### src/rtl/cs_pkg.sv
package cs_pkg;

   typedef enum logic [1:0] {
      PSZ_32  = 2'b00,
      PSZ_16  = 2'b01,
      PSZ_8   = 2'b10,
      PSZ_EXT = 2'b11
   } port_size_e;

   localparam logic SEL_BASE = 1'b0;
   localparam logic SEL_OPT  = 1'b1;

   localparam int WAIT_W = 2;

   // Active-low acknowledge pattern: bit 1 wide line, bit 0 narrow line.
   function automatic logic [1:0] ack_pattern(input port_size_e sz);
      logic [1:0] pat;
      unique case (sz)
         PSZ_32:  pat = 2'b00;
         PSZ_16:  pat = 2'b01;
         PSZ_8:   pat = 2'b10;
         default: pat = 2'b11;
      endcase
      return pat;
   endfunction

endpackage

### src/rtl/cs_cfg_regs.sv
module cs_cfg_regs
   import cs_pkg::*;
#(
   parameter int REG_W = 32,
   parameter int FC_W  = 4,
   localparam int LO_W  = FC_W + WAIT_W + 1,
   localparam int CMP_W = REG_W - LO_W
) (
   input  logic               clk,
   input  logic               rst_n,
   input  logic               wr_en,
   input  logic               wr_sel,
   input  logic [REG_W-1:0]   wr_data,
   output logic [CMP_W-1:0]   base_addr,
   output logic [FC_W-1:0]    base_fc,
   output logic [WAIT_W-1:0]  wait_cnt,
   output logic               enable,
   output logic [CMP_W-1:0]   addr_mask,
   output logic [FC_W-1:0]    fc_mask,
   output port_size_e         port_size,
   output logic               fast_term
);

   if (CMP_W < 1) begin : g_bad_width
      $error("cs_cfg_regs: REG_W too small for the field layout");
   end

   logic [REG_W-1:0] base_q;
   logic [REG_W-1:0] opt_q;

   always_ff @(posedge clk or negedge rst_n) begin
      if (!rst_n) begin
         base_q <= '0;
         opt_q  <= '0;
      end else if (wr_en) begin
         if (wr_sel == SEL_BASE) base_q <= wr_data;
         else                    opt_q  <= wr_data;
      end
   end

   always_comb begin
      base_addr = base_q[REG_W-1:LO_W];
      base_fc   = base_q[LO_W-1:WAIT_W+1];
      wait_cnt  = base_q[WAIT_W:1];
      enable    = base_q[0];
      addr_mask = opt_q[REG_W-1:LO_W];
      fc_mask   = opt_q[LO_W-1:WAIT_W+1];
      port_size = port_size_e'(opt_q[WAIT_W:1]);
      fast_term = opt_q[0];
   end

endmodule

### src/rtl/cs_decode.sv
module cs_decode #(
   parameter int CMP_W = 25,
   parameter int FC_W  = 4
) (
   input  logic [CMP_W-1:0] bus_addr_hi,
   input  logic [FC_W-1:0]  bus_fc,
   input  logic [CMP_W-1:0] base_addr,
   input  logic [CMP_W-1:0] addr_mask,
   input  logic [FC_W-1:0]  base_fc,
   input  logic [FC_W-1:0]  fc_mask,
   input  logic             enable,
   output logic             hit
);

   logic [CMP_W-1:0] addr_ok;
   logic [FC_W-1:0]  fc_ok;

   // One comparator per bit; a set mask bit turns the bit into don't-care.
   for (genvar i = 0; i < CMP_W; i++) begin : g_addr_bit
      assign addr_ok[i] = addr_mask[i] | ~(bus_addr_hi[i] ^ base_addr[i]);
   end

   for (genvar j = 0; j < FC_W; j++) begin : g_fc_bit
      assign fc_ok[j] = fc_mask[j] | ~(bus_fc[j] ^ base_fc[j]);
   end

   assign hit = enable & (&addr_ok) & (&fc_ok);

endmodule

### src/rtl/cs_ack_timer.sv
module cs_ack_timer
   import cs_pkg::*;
(
   input  logic              clk,
   input  logic              rst_n,
   input  logic              as_n,
   input  logic              hit,
   input  logic [1:0]        ext_dsack_n,
   input  logic [WAIT_W-1:0] wait_cnt,
   input  port_size_e        port_size,
   input  logic              fast_term,
   output logic              cs_n,
   output logic [1:0]        dsack_n
);

   localparam logic [WAIT_W-1:0] CNT_MAX = '1;

   logic              in_cyc_q;
   logic              sel_q;
   logic              ack_q;
   logic              term_q;
   logic [WAIT_W-1:0] cnt_q;
   logic [1:0]        pat_q;
   logic              ext_low;
   logic              int_ack_ok;

   assign ext_low    = (ext_dsack_n != 2'b11);
   assign int_ack_ok = (port_size != PSZ_EXT);

   always_ff @(posedge clk or negedge rst_n) begin
      if (!rst_n) begin
         in_cyc_q <= 1'b0;
         sel_q    <= 1'b0;
         ack_q    <= 1'b0;
         term_q   <= 1'b0;
         cnt_q    <= '0;
         pat_q    <= 2'b11;
      end else if (as_n) begin
         in_cyc_q <= 1'b0;
         sel_q    <= 1'b0;
         ack_q    <= 1'b0;
         term_q   <= 1'b0;
      end else if (!in_cyc_q) begin
         // first edge of a cycle: decide select, restart the wait count
         in_cyc_q <= 1'b1;
         sel_q    <= hit;
         cnt_q    <= '0;
         term_q   <= hit & ext_low;
         ack_q    <= hit & fast_term & int_ack_ok & ~ext_low;
         pat_q    <= ack_pattern(port_size);
      end else if (sel_q && !ack_q && !term_q) begin
         if (ext_low) begin
            term_q <= 1'b1;
         end else if (int_ack_ok && !fast_term && cnt_q == wait_cnt) begin
            ack_q <= 1'b1;
            pat_q <= ack_pattern(port_size);
         end else if (cnt_q != CNT_MAX) begin
            cnt_q <= cnt_q + 1'b1;
         end
      end
   end

   assign cs_n    = ~sel_q;
   assign dsack_n = ack_q ? pat_q : 2'b11;

   assert_cs_idle_R6: assert property (@(posedge clk) disable iff (!rst_n)
      $past(as_n) |-> cs_n)
      else $error("cs_n low after strobe sampled high");

   assert_ack_needs_cs_R12: assert property (@(posedge clk) disable iff (!rst_n)
      (dsack_n != 2'b11) |-> !cs_n)
      else $error("acknowledge without chip select");

   assert_ack_hold_R12: assert property (@(posedge clk) disable iff (!rst_n)
      (dsack_n != 2'b11 && !as_n) |=> $stable(dsack_n))
      else $error("acknowledge changed inside a cycle");

   assert_ext_block_R11: assert property (@(posedge clk) disable iff (!rst_n)
      (!as_n && dsack_n == 2'b11 && ext_dsack_n != 2'b11) |=> dsack_n == 2'b11)
      else $error("internal acknowledge after external one");

   assert_no_ack_ext_R9: assert property (@(posedge clk) disable iff (!rst_n)
      ($fell(dsack_n[0]) || $fell(dsack_n[1])) |-> $past(port_size) != PSZ_EXT)
      else $error("internal acknowledge with external port size");

   assert_cnt_bound_R13: assert property (@(posedge clk) disable iff (!rst_n)
      (as_n && !$past(as_n)) |=> !in_cyc_q)
      else $error("cycle state not cleared at strobe release");

endmodule

### src/rtl/cs_dsack_entry.sv
module cs_dsack_entry
   import cs_pkg::*;
#(
   parameter int ADDR_W = 32,
   parameter int FC_W   = 4,
   localparam int CMP_LSB = FC_W + WAIT_W + 1,
   localparam int CMP_W   = ADDR_W - CMP_LSB
) (
   input  logic               clk,
   input  logic               rst_n,
   input  logic               wr_en,
   input  logic               wr_sel,
   input  logic [ADDR_W-1:0]  wr_data,
   input  logic [CMP_W-1:0]   bus_addr_hi,
   input  logic [FC_W-1:0]    bus_fc,
   input  logic               as_n,
   input  logic [1:0]         ext_dsack_n,
   output logic               cs_n,
   output logic [1:0]         dsack_n
);

   if (ADDR_W <= CMP_LSB) begin : g_chk_addr
      $error("cs_dsack_entry: ADDR_W must exceed the low field width");
   end
   if (FC_W < 1) begin : g_chk_fc
      $error("cs_dsack_entry: FC_W must be at least 1");
   end

   logic [CMP_W-1:0]  base_addr;
   logic [CMP_W-1:0]  addr_mask;
   logic [FC_W-1:0]   base_fc;
   logic [FC_W-1:0]   fc_mask;
   logic [WAIT_W-1:0] wait_cnt;
   logic              enable;
   logic              fast_term;
   port_size_e        port_size;
   logic              hit;

   cs_cfg_regs #(.REG_W(ADDR_W), .FC_W(FC_W)) u_regs (
      .clk       (clk),
      .rst_n     (rst_n),
      .wr_en     (wr_en),
      .wr_sel    (wr_sel),
      .wr_data   (wr_data),
      .base_addr (base_addr),
      .base_fc   (base_fc),
      .wait_cnt  (wait_cnt),
      .enable    (enable),
      .addr_mask (addr_mask),
      .fc_mask   (fc_mask),
      .port_size (port_size),
      .fast_term (fast_term)
   );

   cs_decode #(.CMP_W(CMP_W), .FC_W(FC_W)) u_dec (
      .bus_addr_hi (bus_addr_hi),
      .bus_fc      (bus_fc),
      .base_addr   (base_addr),
      .addr_mask   (addr_mask),
      .base_fc     (base_fc),
      .fc_mask     (fc_mask),
      .enable      (enable),
      .hit         (hit)
   );

   cs_ack_timer u_tmr (
      .clk         (clk),
      .rst_n       (rst_n),
      .as_n        (as_n),
      .hit         (hit),
      .ext_dsack_n (ext_dsack_n),
      .wait_cnt    (wait_cnt),
      .port_size   (port_size),
      .fast_term   (fast_term),
      .cs_n        (cs_n),
      .dsack_n     (dsack_n)
   );

   assert_disabled_R5: assert property (@(posedge clk) disable iff (!rst_n)
      (!enable && $past(!enable) && $past(as_n)) |=> cs_n)
      else $error("select while disabled");

endmodule

### config.mk
export PLATFORM = sky130hd
export DESIGN_NAME = cs_dsack_entry
export DESIGN_NICKNAME = d
export VERILOG_FILES = /design/src/rtl/cs_pkg.sv /design/src/rtl/cs_cfg_regs.sv /design/src/rtl/cs_decode.sv /design/src/rtl/cs_ack_timer.sv /design/src/rtl/cs_dsack_entry.sv
export SDC_FILE = /design/constraint.sdc
export NUM_CORES = 1
export LEC_CHECK = 0
export ABC_AREA = 1
export BUFFER_PORTS_ARGS = -buffer_cell sky130_fd_sc_hd__buf_2
export CORE_AREA = 2 2 114 116
export CTS_CLUSTER_DIAMETER = 100
export DETAILED_ROUTE_END_ITERATION = 8
export DIE_AREA = 0 0 116 118
export GPL_TIMING_DRIVEN = 0
export MAX_ROUTING_LAYER = met4
export PLACE_DENSITY = 0.59
export SETUP_SLACK_MARGIN = 0.02
export SLEW_MARGIN = 40
export SYNTH_ARGS = -nofsm -noshare
export SYNTH_HDL_FRONTEND = slang
export SYNTH_SLANG_ARGS = --single-unit
export TNS_END_PERCENT = 20
### constraint.sdc
create_clock -name clk -period 1.48 [get_ports clk]
set_input_delay 0.222 -clock clk [delete_from_list [all_inputs] [get_ports clk]]
set_output_delay 0.222 -clock clk [all_outputs]
set_load 0.01 [all_outputs]
; ---- Word level (Yosys, flattened, before mapping)
; Index checks and enable logic that the tools add are counted.
[classes]
bitwise_logic = 97
n_mux = 23
magnitude_cmp = 0
multipliers = 0
reduce_logical = 16
div = 0
shifts = 0
eq_ne = 16
n_addsub = 1
[op_table]
columns = op, n
row1 = $not 1->1, 33
row2 = $or 1x1->1, 29
row3 = $xor 1x1->1, 29
row4 = $reduce_and 25->1, 1
row5 = $mux 2, 10
row6 = $ne 2x2->1 const B, 9
row7 = $mux 1, 12
row8 = $ne 3x3->1 const B, 4
row9 = $reduce_and 4->1, 2
row10 = $and 1x1->1, 6
row11 = $pmux 2 s3, 1
row12 = $reduce_and 2->1, 3
row13 = $reduce_and 5->1, 1
row14 = $logic_and 1x1->1, 4
row15 = $logic_not 1->1, 3
row16 = $reduce_and 3->1, 1
row17 = $add 2x1->2 const B, 1
row18 = $eq 2x1->1 const B, 1
row19 = $eq 2x2->1, 1
row20 = $eq 2x2->1 const B, 1
row21 = $logic_not 2->1, 1
[totals]
register_bits = 72
latch_bits = 0
romBits = 0
memories = 0
output_inout_bits = 3
elab_cells = 161
mem_bits_rw = 0

; ---- Longest topological paths before layout
[logic_depth]
word_depth = 11
depth_mapped = 11

; ---- By module
; A second synthesis with hierarchy kept.
[unflattened]
hier_cells = 540
area_unflattened_um2 = 3908.7
[modules_own_cells]
columns = module, area_each_um2, cells_per_inst, n_inst
row1 = cs_cfg_regs, 2615.0, 279, 1
row2 = cs_decode, 765.7, 190, 1
row3 = cs_ack_timer, 528.0, 71, 1

; ---- Worst setup path before layout
; No wires, ideal clock.
[synth_timing]
path_kind = reg-to-reg
from = register u_tmr.cnt_q[0]
to = register u_tmr.cnt_q[0]
t_arrival_ns = 1.165
slack_ns = 0.196
setup_ns = 0.119
path_stages_with_launch = 7
synth_period_minus_slack_ns = 1.284
cell_sequence = dfrtp_1 ha_1 nor3_1 nand2_1 a21oi_2 o21ai_1 o21a_1
[synth_between]
elab_chain_cells = 6
word_cells_on_any_way = 12
[synth_rtl]
columns = element, line_no
row1 = "start, declared", cs_ack_timer.sv:22  ; logic [WAIT_W-1:0] cnt_q;
row2 = "start signal, assigned", cs_ack_timer.sv:58  ; cnt_q <= cnt_q + 1'b1;
row3 = $add 2x1->2, cs_ack_timer.sv:58
row4 = $mux 2, cs_ack_timer.sv:57  ; end else if (cnt_q != CNT_MAX) begin
row5 = $mux 2, cs_ack_timer.sv:54  ; end else if (int_ack_ok && !fast_term && cnt_q == wait_cnt) begin
row6 = $mux 2, cs_ack_timer.sv:52  ; if (ext_low) begin
row7 = $mux 2, cs_ack_timer.sv:51  ; end else if (sel_q && !ack_q && !term_q) begin
row8 = $mux 2, cs_ack_timer.sv:43  ; end else if (!in_cyc_q) begin
; Several ways; a longest one is shown, not always the timed one. The select of a mux whose other input is x is not followed.
; A chain may end at the register's enable or synchronous reset.

; ---- Worst setup path after layout
[layout_timing]
from = register u_regs.base_q[20]
to = register u_tmr.ack_q
[layout_between]
elab_chain_cells = 11
[layout_rtl]
columns = element, line_no
row1 = "start, declared", cs_cfg_regs.sv:28  ; logic [REG_W-1:0] base_q;
row2 = "start signal, assigned", cs_cfg_regs.sv:36  ; if (wr_sel == SEL_BASE) base_q <= wr_data;
row3 = $xor 1x1->1, cs_decode.sv:20  ; assign addr_ok[i] = addr_mask[i] | ~(bus_addr_hi[i] ^ base_addr[i]);
row4 = $not 1->1, cs_decode.sv:20
row5 = $or 1x1->1, cs_decode.sv:20
row6 = $reduce_and 25->1, cs_decode.sv:27  ; assign hit = enable & (&addr_ok) & (&fc_ok);
row7 = $and 1x1->1 (2 in a row), cs_decode.sv:27
row8 = $and 1x1->1 (3 in a row), cs_ack_timer.sv:49  ; ack_q <= hit & fast_term & int_ack_ok & ~ext_low;
row9 = $mux 1, cs_ack_timer.sv:43
row10 = $mux 1, cs_ack_timer.sv:38  ; end else if (as_n) begin
row11 = "end signal, assigned", cs_ack_timer.sv:49
row12 = "end, declared", cs_ack_timer.sv:20  ; logic ack_q;
; Every way passes these cells.

==> results <==
- The die covers around 14000 um^2.
- The maximum clock frequency is 736.7 MHz.
- The required time of the critical path is about 1.8 ns.
- The wire length reported by the detailed router is about 9.4 mm.
- The overall overflow remaining after global route is 0.
- The instance count after placement with tap cells included is 744.
- The synthesized netlist net count is 570.
- The initialized floorplan defines 41 standard-cell rows.
- Summing the areas of all xor and xnor instances in the mapped netlist gives 0.2410% of the synthesized area.
- The HPWL after detailed placement is roughly 7.0 mm.
- The worst hold path begins at wr_data[15].
- The CTS clock-pin slew for the worst setup and hold paths is roughly 0.06 ns.
- STA puts the critical path data arrival time at around 1.6 ns.
- Of the total synthesized cell area, the portion taken by AND, OR, NAND and NOR gates is around a quarter.
- The pin count of the biggest net entering global routing is 40.
- Hold timing on the final database bottoms out at a slack of about 0.15 ns.
- The share of synthesized area occupied by flip-flops and latches is between 40% and 50%.
- The number of antenna violations at the first check in global routing was 0.
- The first global-routing pass estimated ~15 mm of wire.
- The number of endpoints with negative hold slack in the final report is 0.
- The clock tree synthesis step divided the H-tree into 3 levels.
- Setup repair after global routing could not meet its margin everywhere.
- The transition at the pin with the smallest max-transition slack is approximately 0.51 ns.
- The core footprint is between 10000 and 15000 um^2.
- Synthesis produced a netlist whose cell count is 501.
- Global routing used between 10% and 20% of the available tracks across all layers.
- The width of the die is 116 um.
- The Yosys step of the flow raised 0 warnings.
- Along the worst path, the maximum fanout reaches 3.
- The flow ran to the end, and the final reports show no timing, DRC or antenna violations.
- The category of the most critical setup path is flip-flop to flip-flop.
- At the placement stage, the worst setup path has a slack of between 0.05 and 0.06 ns.
- Adding up every negative setup slack in the final design gives 0 ns.
- The worst hold-check path type is input pin to flip-flop.
- For this configuration, the core starts out at a cell density of between 20 and 30%.
- The die extent in y is approximately 120 um.
- The worst register-to-register path has a depth of 10.
- The clock skew is 0.006370 ns.
- TritonCTS built the clock tree.
- The kind of end point of the critical path is a flip-flop.
- After synthesis, the largest family of logic cells by area is simple AND/OR/NAND/NOR gates.
- The count of final setup violators is 0.
- The synthesized netlist devotes between 10% and 20% of its cell area to compound gates.
- The detailed-route DRC error count is 0.
- The worst register-to-register path begins at u_regs.base_q[20]$_DFFE_PN0P_.
- Across the VDD grid, the largest voltage drop is around 0.5 mV.
- The mean area per synthesized cell is about 7.3 um^2.
- The startpoint class of the critical path is a flip-flop.
- The number of optimization iterations in the first detailed-route pass is 4.
- After the first detailed-routing iteration, the DRC count stood at between 150 and 200.
- In the final routed layout, each cell accounts on average for ~12 um.
- In this run the power density over the cells is between 1000 and 1500 nW/um^2.
- The detailed-route via count is about 3300.
- The final layout contains ~660 nets.
- The worst path in the final design needs a cycle of ~1.4 ns, including I/O delays and setup.
- Max-cap violations in this run came to 0.
- The adder and majority cell fraction of the synthesized area is less than 1%.
- The tree is rooted in a sky130_fd_sc_hd__clkbuf_16.
- The number of ports placed on the die boundary is a little over 70.
- The maximum buffer depth of the clock tree is 2.
- The count of antenna diodes in the layout is 0.
- For hold timing, the worst endpoint is u_regs.base_q[15]$_DFFE_PN0P_.
- Cells fill 36.94% of the core in the end.
- Clock latency on the worst-skew pair, taken at its later pin, is between 0.3 and 0.4 ns.
- After synthesis, the share of cell area in mux cells is 0%.
- Relative to the synthesized area, the layout overhead comes to 26.16%.
- In the layout the commonest cells are 168 x sky130_fd_sc_hd__nand2_1, 102 x sky130_fd_sc_hd__inv_1, 70 x sky130_fd_sc_hd__buf_2, 70 x sky130_fd_sc_hd__dfrtp_1, 66 x sky130_fd_sc_hd__o21ai_0.
- The TritonCTS buffer count is 9.
- The total count of max-transition violations in the final report is 0.
- The number of global-route vias before repair came to approximately 3200.
- The flop and latch count out of synthesis is between 70 and 80.
- The normalized max-slew margin is around two thirds.
- The number of distinct standard cells referenced by the synthesized netlist is 23.
- For this run, the number of standard cells in the final layout without fillers is around 760.
- The final setup slack of the worst path is 0.1226 ns.
- In this run the static leakage power is 2.498 nW.
- The most critical setup path has its startpoint at u_regs.base_q[20]$_DFFE_PN0P_.
- The most common cell after layout, fill and taps aside is sky130_fd_sc_hd__nand2_1.
- The number of buffer cells added on primary ports is 70.
- The portion of the clock cycle consumed by the worst path in the final layout is 91.71%.
- The ratio of routed vias to standard cells is approximately 4.3.
- The worst register-to-register path has a setup slack of 0.12 ns.
- The depth of the worst hold-timing path is 3.
- The post-detailed-route count of antenna-violating nets is 0.
- The synthesized netlist occupies a cell area of 3635 um^2.
- The end of the worst register-to-register path is u_tmr.ack_q$_DFFE_PN0P_.
- Cells with a size suffix above 1 make up 17.74% of the layout.
- The final weighted congestion in routability-driven placement is between 0.7 and 0.8.
- The number of sinks on the clock net is 72.
[layout make-up]
cell class	instances	area [um^2]
Buffer	12	47.55
Clock buffer	12	246.5
Clock inverter	4	45.04
Fill cell	1362	7829
Inverter	103	386.6
Multi-Input combinational cell	314	1425
Sequential cell	72	1804
Tap cell	172	215.2
Timing Repair Buffer	75	415.4
[registers in the layout, indices dropped and copies added (netlist names)]
| register | cells |
|---|---|
| u_tmr.term_q | 1 |
| u_tmr.in_cyc_q | 1 |
| u_tmr.ack_q | 1 |
| u_tmr.cnt_q | 2 |
| u_tmr.sel_q | 1 |
| u_regs.base_q | 32 |
| u_tmr.pat_q | 2 |
| u_regs.opt_q | 32 |
[kinds of logic after synthesis]
| kind of cell | count (synthesis) |
|---|---|
| compound gates | 79 |
| xor+xnor | 1 |
| buf+inv | 115 |
| simple gates | 233 |
| flops | 72 |
| fa+ha+maj | 1 |
[cells in the mapped netlist (all sizes together)]
master  number  area, um^2
nand2      170       638.1
inv        103       386.6
dfrtp       70        1752
o21ai       68       340.3
nor2        22       85.09
nand3       20       105.1
nand3b      11       82.58
a21oi       10       57.56
clkbuf      10       37.54
or2          6       37.54
nor3         3       15.01
buf          2       10.01
dfstp        2       52.55
ha           1       12.51
nand4        1       6.260
o21a         1       7.510
xnor2        1       8.760
[critical path: stages, from the launching register on]
cell                      delay (ns)
sky130_fd_sc_hd__dfrtp_1        0.39
sky130_fd_sc_hd__or2_0          0.23
sky130_fd_sc_hd__nand2_2        0.09
sky130_fd_sc_hd__nand2_1        0.05
sky130_fd_sc_hd__nor2_1         0.10
sky130_fd_sc_hd__nand2_1        0.06
sky130_fd_sc_hd__nor2_1         0.09
sky130_fd_sc_hd__nand2_1        0.10
sky130_fd_sc_hd__nand2_1        0.08
sky130_fd_sc_hd__nand2_1        0.05
sky130_fd_sc_hd__nand2_1        0.05
[worst max path at each step]
stage | to | cells past startpoint
global route | u_tmr.ack_q$_DFFE_PN0P_ | 10
global placement | u_regs.base_q[5]$_DFFE_PN0P_ | 1
CTS | dsack_n[1] | 3
floorplan | u_tmr.cnt_q[0]$_DFFE_PN0P_ | 6
finish | u_tmr.ack_q$_DFFE_PN0P_ | 10
detailed placement | u_regs.base_q[0]$_DFFE_PN0P_ | 5
[stage by stage]
step,cell area (um^2),power (mW)
2_1_floorplan,3635,2.947
3_3_place_gp,4200,3.257
3_5_place_dp,4227,3.305
4_1_cts,4528,5.444
5_1_grt,4586,5.745
6_report,4586,5.424
[layer usage]
layer	wire [um]	GRT usage, %	part of all wire [%]	up-vias
li1	-	-	-	1692
met1	4300	19.26	46	1518
met2	4510	23.32	48	75
met3	469	3.862	5.0	7
met4	83	3.125	0.89	0
met5	0	-	0	-
[report_power, final]
part | switching, mW | internal [mW] | total, mW
clock | 0.778 | 1.34 | 2.12
sequential | 0.158 | 2.22 | 2.38
combinational | 0.551 | 0.376 | 0.927
total | 1.49 | 3.94 | 5.42
[timing repair]
action / in CTS / in global routing
buffers inserted: 0 / 3
hold buffers: 1 / 0
endpoints found under the setup margin: 0 / 5
gates resized for setup: 0 / 10
hold endpoints to repair: 31 / 0
Power figures use the tool's default switching activity.
